### config.mk
export PLATFORM = sky130hd
export DESIGN_NAME = interval_digitizer
export DESIGN_NICKNAME = d
export VERILOG_FILES = /design/src/rtl/idg_pkg.sv /design/src/rtl/idg_timebase.sv /design/src/rtl/idg_ctrl.sv /design/src/rtl/idg_channel.sv /design/src/rtl/interval_digitizer.sv
export SDC_FILE = /design/constraint.sdc
export NUM_CORES = 1
export LEC_CHECK = 0
export ABC_AREA = 1
export BUFFER_PORTS_ARGS = -buffer_cell sky130_fd_sc_hd__buf_2
export CORE_ASPECT_RATIO = 0.9
export CORE_MARGIN = 10
export CORE_UTILIZATION = 50
export CTS_BUF_LIST = sky130_fd_sc_hd__clkbuf_2
export CTS_CLUSTER_SIZE = 16
export DETAILED_ROUTE_END_ITERATION = 7
export PLACE_DENSITY = 0.72
export SYNTH_ARGS = -nofsm -noshare
export SYNTH_HDL_FRONTEND = slang
export SYNTH_SLANG_ARGS = --single-unit
### constraint.sdc
create_clock -name clk -period 2.4 [get_ports clk]
set_input_delay 0.12 -clock clk [delete_from_list [all_inputs] [get_ports clk]]
set_output_delay 0.12 -clock clk [all_outputs]
set_load 0.03 [all_outputs]
### src/rtl/idg_pkg.sv
package idg_pkg;

   localparam int DIV_W = 3;

   typedef enum logic [1:0] {
      ST_IDLE = 2'd0,
      ST_CONV = 2'd1,
      ST_LOCK = 2'd2
   } idg_state_e;

   // Range code to prescale divisor: bins widen in the ratio 1:2:5
   function automatic logic [DIV_W-1:0] range_divisor(input logic [1:0] sel);
      case (sel)
         2'd0:    return DIV_W'(1);
         2'd1:    return DIV_W'(2);
         default: return DIV_W'(5);
      endcase
   endfunction

endpackage

### src/rtl/idg_timebase.sv
module idg_timebase
   import idg_pkg::*;
#(
   parameter int CNT_W = 10
) (
   input  logic             clk,
   input  logic             rst_n,
   input  logic             restart_i,
   input  logic             run_i,
   input  logic [DIV_W-1:0] div_i,
   output logic [CNT_W-1:0] cnt_o,
   output logic             tick_o
);

   logic [DIV_W-1:0] div_q;
   logic [DIV_W-1:0] presc_q;
   logic [CNT_W-1:0] cnt_q;

   assign tick_o = run_i && (presc_q == div_q - DIV_W'(1));
   assign cnt_o  = cnt_q;

   // Prescaler and counter both restart on the accepted start edge,
   // which keeps the bin boundaries in phase with the start.
   always_ff @(posedge clk or negedge rst_n) begin
      if (!rst_n) begin
         div_q   <= DIV_W'(1);
         presc_q <= '0;
         cnt_q   <= '0;
      end else if (restart_i) begin
         div_q   <= div_i;
         presc_q <= '0;
         cnt_q   <= '0;
      end else if (run_i) begin
         if (tick_o) begin
            presc_q <= '0;
            cnt_q   <= cnt_q + CNT_W'(1);
         end else begin
            presc_q <= presc_q + DIV_W'(1);
         end
      end
   end

endmodule

### src/rtl/idg_ctrl.sv
module idg_ctrl
   import idg_pkg::*;
#(
   parameter int CNT_W       = 10,
   parameter int LOCK_CYCLES = 100
) (
   input  logic             clk,
   input  logic             rst_n,
   input  logic             start_i,
   input  logic             clr_i,
   input  logic             fast_clr_i,
   input  logic             all_hit_i,
   input  logic             tick_i,
   input  logic [CNT_W-1:0] cnt_i,
   output logic             start_go_o,
   output logic             flush_o,
   output logic             conv_o,
   output logic             fs_end_o,
   output logic             done_o
);

   localparam int LOCK_W = $clog2(LOCK_CYCLES + 1);

   idg_state_e        state_q;
   logic              start_q;
   logic              done_q;
   logic [LOCK_W-1:0] lock_q;
   logic              start_edge;
   logic              all_end;

   assign start_edge = start_i && !start_q;
   assign conv_o     = (state_q == ST_CONV);
   assign start_go_o = start_edge && (state_q == ST_IDLE) && !clr_i && !fast_clr_i;
   assign fs_end_o   = conv_o && tick_i && (cnt_i == {CNT_W{1'b1}});
   assign all_end    = conv_o && all_hit_i;
   assign flush_o    = clr_i || fast_clr_i || start_go_o;
   assign done_o     = done_q;

   always_ff @(posedge clk or negedge rst_n) begin
      if (!rst_n) begin
         start_q <= 1'b0;
      end else begin
         start_q <= start_i;
      end
   end

   always_ff @(posedge clk or negedge rst_n) begin
      if (!rst_n) begin
         state_q <= ST_IDLE;
         done_q  <= 1'b0;
         lock_q  <= '0;
      end else if (clr_i) begin
         state_q <= ST_IDLE;
         done_q  <= 1'b0;
         lock_q  <= '0;
      end else if (fast_clr_i) begin
         state_q <= ST_LOCK;
         done_q  <= 1'b0;
         lock_q  <= LOCK_W'(LOCK_CYCLES - 1);
      end else begin
         case (state_q)
            ST_IDLE: begin
               if (start_go_o) begin
                  state_q <= ST_CONV;
                  done_q  <= 1'b0;
               end
            end
            ST_CONV: begin
               if (fs_end_o || all_end) begin
                  state_q <= ST_IDLE;
                  done_q  <= 1'b1;
               end
            end
            ST_LOCK: begin
               if (lock_q == '0) begin
                  state_q <= ST_IDLE;
               end else begin
                  lock_q <= lock_q - LOCK_W'(1);
               end
            end
            default: state_q <= ST_IDLE;
         endcase
      end
   end

endmodule

### src/rtl/idg_channel.sv
module idg_channel #(
   parameter int CNT_W = 10
) (
   input  logic             clk,
   input  logic             rst_n,
   input  logic             stop_i,
   input  logic             test_edge_i,
   input  logic             flush_i,
   input  logic             arm_i,
   input  logic             fs_end_i,
   input  logic [CNT_W-1:0] cnt_i,
   output logic [CNT_W-1:0] res_o,
   output logic             hit_o,
   output logic             ovf_o
);

   logic             stop_q;
   logic             stop_edge;
   logic [CNT_W-1:0] res_q;
   logic             hit_q;
   logic             ovf_q;

   assign stop_edge = (stop_i && !stop_q) || test_edge_i;
   assign res_o     = res_q;
   assign hit_o     = hit_q;
   assign ovf_o     = ovf_q;

   always_ff @(posedge clk or negedge rst_n) begin
      if (!rst_n) begin
         stop_q <= 1'b0;
      end else begin
         stop_q <= stop_i;
      end
   end

   // A stop edge wins over full scale in the same cycle
   always_ff @(posedge clk or negedge rst_n) begin
      if (!rst_n) begin
         res_q <= '0;
         hit_q <= 1'b0;
         ovf_q <= 1'b0;
      end else if (flush_i) begin
         res_q <= '0;
         hit_q <= 1'b0;
         ovf_q <= 1'b0;
      end else if (arm_i && !hit_q && !ovf_q) begin
         if (stop_edge) begin
            res_q <= cnt_i;
            hit_q <= 1'b1;
         end else if (fs_end_i) begin
            res_q <= {CNT_W{1'b1}};
            ovf_q <= 1'b1;
         end
      end
   end

endmodule

### src/rtl/interval_digitizer.sv
module interval_digitizer
   import idg_pkg::*;
#(
   parameter int NUM_CH    = 8,
   parameter int CNT_W     = 10,
   parameter int CLK_MHZ   = 50,
   parameter int SETTLE_NS = 2000
) (
   input  logic                    clk,
   input  logic                    rst_n,
   input  logic                    start_i,
   input  logic [NUM_CH-1:0]       stop_i,
   input  logic                    test_stop_i,
   input  logic                    fast_clr_i,
   input  logic                    clr_i,
   input  logic [1:0]              range_i,
   output logic [NUM_CH*CNT_W-1:0] result_o,
   output logic [NUM_CH-1:0]       hit_o,
   output logic [NUM_CH-1:0]       ovf_o,
   output logic                    done_o
);

   localparam int LOCK_CYCLES = (CLK_MHZ * SETTLE_NS) / 1000;

   if (NUM_CH < 1) begin : g_err_ch
      $error("interval_digitizer: NUM_CH must be at least 1");
   end
   if (CNT_W < 2) begin : g_err_w
      $error("interval_digitizer: CNT_W must be at least 2");
   end
   if (LOCK_CYCLES < 1) begin : g_err_lock
      $error("interval_digitizer: settling lockout must be at least one cycle");
   end

   logic             test_q;
   logic             test_edge;
   logic             start_go;
   logic             flush;
   logic             conv_w;
   logic             fs_end;
   logic             tick;
   logic [CNT_W-1:0] cnt;
   logic [DIV_W-1:0] div_sel;

   assign div_sel   = range_divisor(range_i);
   assign test_edge = test_stop_i && !test_q;

   always_ff @(posedge clk or negedge rst_n) begin
      if (!rst_n) begin
         test_q <= 1'b0;
      end else begin
         test_q <= test_stop_i;
      end
   end

   idg_ctrl #(
      .CNT_W      (CNT_W),
      .LOCK_CYCLES(LOCK_CYCLES)
   ) u_ctrl (
      .clk        (clk),
      .rst_n      (rst_n),
      .start_i    (start_i),
      .clr_i      (clr_i),
      .fast_clr_i (fast_clr_i),
      .all_hit_i  (&hit_o),
      .tick_i     (tick),
      .cnt_i      (cnt),
      .start_go_o (start_go),
      .flush_o    (flush),
      .conv_o     (conv_w),
      .fs_end_o   (fs_end),
      .done_o     (done_o)
   );

   idg_timebase #(
      .CNT_W(CNT_W)
   ) u_tb (
      .clk      (clk),
      .rst_n    (rst_n),
      .restart_i(start_go),
      .run_i    (conv_w),
      .div_i    (div_sel),
      .cnt_o    (cnt),
      .tick_o   (tick)
   );

   for (genvar g = 0; g < NUM_CH; g++) begin : g_ch
      idg_channel #(
         .CNT_W(CNT_W)
      ) u_ch (
         .clk        (clk),
         .rst_n      (rst_n),
         .stop_i     (stop_i[g]),
         .test_edge_i(test_edge),
         .flush_i    (flush),
         .arm_i      (conv_w),
         .fs_end_i   (fs_end),
         .cnt_i      (cnt),
         .res_o      (result_o[g*CNT_W +: CNT_W]),
         .hit_o      (hit_o[g]),
         .ovf_o      (ovf_o[g])
      );
   end

endmodule

==> results.yml <==
floorplanning:
  die_area_mm2: 0.01815
  die_h_um: 128.8
  die_w_um: 140.9
  io-pin-count: 113
  core_mm2: 0.01278
  start_util_pct: 51.45
  fp-row-count: 39
critical_path:
  worst_setup_path_start_kind: "flip-flop"
  reg2reg_to: "g_ch[3].u_ch.res_o[8]"
  cp.arrival_ps: 2710
  r2r_setup_slack_ps: 290
  crit_path_end_kind: "flip-flop"
  crit_fanout: 21
  crit_type: "flip-flop to flip-flop"
  reg2reg_depth: 8
  cp.required_ps: 3000
  r2r_start: "u_ctrl.state_q[1]"
status:
  outcome: "finished clean"
placement:
  port_buffers: 112
  dp_hpwl_mm: 12.13
  gp_congestion: 0.8319
  placed_cells: 1058
synthesis:
  synth_area_leader_cell: "dfrtp_1"
  synth_cell_types: 33
  synth_commonest_cells: "237 x nand2_1, 131 x dfrtp_1, 108 x nand3_1"
  yosysSeqAreaShare_pct: 50.24
  syn_avg_cell_area_um2: 8.031
  syn_area_mm2: 0.006578
  ys_async_sr_fraction_pct: 100.0
  yosys_warnings: 0
  synth_edf_count: 0
  synth_top_cell_area_share_pct: 49.84
  syn-num-nets: 840
  synthFlopType: "dfrtp_1"
  synthTopCellsByArea: "dfrtp_1 50%, nand2_1 14%, nand3_1 8.2%"
  ys_ff_latch: 132
  synthCells: 819
  synth_most_common_cell: "nand2_1"
hold_path:
  hp-class: "input pin to flip-flop"
  hold_depth: 2
  min_from: "stop_i[7]"
  min_to: "g_ch[7].u_ch.stop_q"
sta:
  fin_crit_sh_pct: 87.74
  hold_viol_final: 0
  slew_headroom_pct: 59.19
  fmax_mhz: 474.9
  tightest_slew_ps: 611.5
  setup_viol: 0
  finalClockSkew_ps: 38.06
  period_minus_slack_ps: 2106
  fin_tns_setup_ps: 0
  rsz0062_at_grt: "no"
  report.final.slew_viol_count: 0
clock_network:
  ctsRootBufferMaster: "clkbuf_2"
  path_clk_slew_ps: 200
  cts.path.max_buffers: 2
  htree_levels: 4
  clkLatencyLatePin_ps: 720
  post-cts-setup-buffer-count: 0
  cts-buffers-inserted: 17
  cts_resized: 0
  cts.sinks: 132
  tritoncts: "yes"
grt:
  grt_overflow_total: 0
  grt_pass1_wl_mm: 28.80
  antenna_found_initial: 0
  grt_pass1_vias: 5522
  grt_max_degree: 99
  grt_usage_pct: 19.65
cells_and_area:
  stdcell_count: 1109
  nNetsFinal: 954
  num_antenna_cells: 0
  area_growth_pct: 15.08
  drive_gt1_share_pct: 20.85
pwr:
  peakVddDrop_v: 0.0004344
  leakagePower_nw: 4.141
  powerDensity_mw_per_mm2: 633.6
drt:
  vias: 5883
  drtIter0Drc: 549
  drt-total-wl_mm: 17.91
  dr.pass1.iters: 5
  ant_nets: 0
  wl_per_cell_um: 16.15
  drcViolationCount: 0
  viasPerCell: 5.305
job:
  drv_cap: 0
-- layout by cell type (no fill, tap or decap), types with 2 or more instances in the layout --
master | synthesis | routed
o21bai_1 | 3 | 3
nand3_1 | 108 | 108
nor2_4 | 3 | 3
buf_4 | 31 | 24
clkinv_1 | 4 | 7
inv_2 | 4 | 4
nand3_2 | 10 | 10
buf_2 | 5 | 111
buf_12 | 0 | 3
dfrtp_1 | 131 | 131
dlygate4sd3_1 | 0 | 19
nand4_1 | 8 | 8
nor3_1 | 11 | 11
o21ai_0 | 20 | 20
a21oi_1 | 99 | 99
clkinv_2 | 0 | 2
nor2_1 | 25 | 25
ha_1 | 5 | 5
clkbuf_2 | 0 | 24
o22ai_1 | 4 | 4
xor2_1 | 2 | 2
inv_1 | 62 | 62
nand2_1 | 237 | 237
nand2_2 | 10 | 10
-- metal layers --
layer / vias up / part of all wire [%] / GRT usage (%)
met5: - / 0 / 0
met4: 0 / 1.7 / 6.553
met1: 2757 / 44 / 26.11
met3: 22 / 8.8 / 6.620
li1: 2878 / - / -
met2: 226 / 45 / 29.57
-- flip-flops by register name, summed over array words and instances, names as in the netlist, 3 cells and up --
name,flops
g_ch.u_ch.res_o,80
u_ctrl.lock_q,7
u_tb.div_q,3
g_ch.u_ch.hit_o,8
g_ch.u_ch.stop_q,8
u_tb.cnt_o,10
g_ch.u_ch.ovf_o,8
u_tb.presc_q,3
-- metrics by stage --
step	area [um2]	hold slack, ps	setup WS (ps)	utilization (%)	power (W)
floorplan	6578	-175.6	611.7	-	0.003287
global placement	7181	162.0	427.7	56.17	0.003630
detailed placement	7181	163.3	354.7	56.17	0.003648
CTS	7560	6.515	298.8	59.13	0.004823
global route	7570	1.227	119.5	59.21	0.005071
finish	7570	67.58	294.2	59.21	0.004796
-- how the worst max path moves through the flow --
stage	start	end	depth (start not counted)
5_1_grt	u_ctrl.state_q[1]	g_ch[3].u_ch.res_o[2]	8
3_5_place_dp	u_ctrl.state_q[1]	g_ch[3].u_ch.res_o[7]	8
6_report	u_ctrl.state_q[1]	g_ch[3].u_ch.res_o[8]	8
2_1_floorplan	u_tb.div_q[0]	g_ch[1].u_ch.res_o[2]	10
3_3_place_gp	u_tb.div_q[0]	g_ch[0].u_ch.res_o[7]	10
4_1_cts	u_ctrl.state_q[1]	g_ch[3].u_ch.res_o[8]	8
-- critical path, cell delays in order (launching register included) --
cell and delay, ps:
dfrtp_1 470, nor2_1 220, nand3_4 230, nand2_4 140
inv_2 180, nand2_1 360, nand2_2 220, nand2_1 100
nand2_1 50
-- cells by family (layout without fill, tap and decap cells) --
kind of cell	Yosys count	count (layout)	share of synthesized area (%)
AND/OR/NAND/NOR	418	418	28.59
flip-flops	132	132	50.24
XOR/XNOR	3	3	0.3995
adder cells (fa/ha/maj)	5	5	0.9511
AO/OA/AOI/OAI	129	129	10.08
buffers and inverters	132	258	9.739
-- area by class of cell --
type / instances / area, um2
well taps: 164 / 205.2
clock buffers: 24 / 120.1
flip-flops and latches: 132 / 3304
multi-input cells: 555 / 2633
repair buffers: 157 / 985.9
inverters: 70 / 262.8
clock inverters: 7 / 58.81
fillers: 1168 / 5215
-- timing repair --
| action | 4_1_cts | 5_1_grt |
|---|---|---|
| endpoints found under the hold margin | 192 | 1 |
| hold buffers | 19 | 1 |
| endpoints found under the setup margin | 0 | 0 |
-- report_power, final --
group / switching (W) / total (W) / internal, W
registers: 0.000108 / 0.00251 / 0.00240
logic: 0.000793 / 0.00112 / 0.000327
clock network: 0.000782 / 0.00117 / 0.000384
total: 0.00168 / 0.00480 / 0.00311
Power figures use the tool's default switching activity.
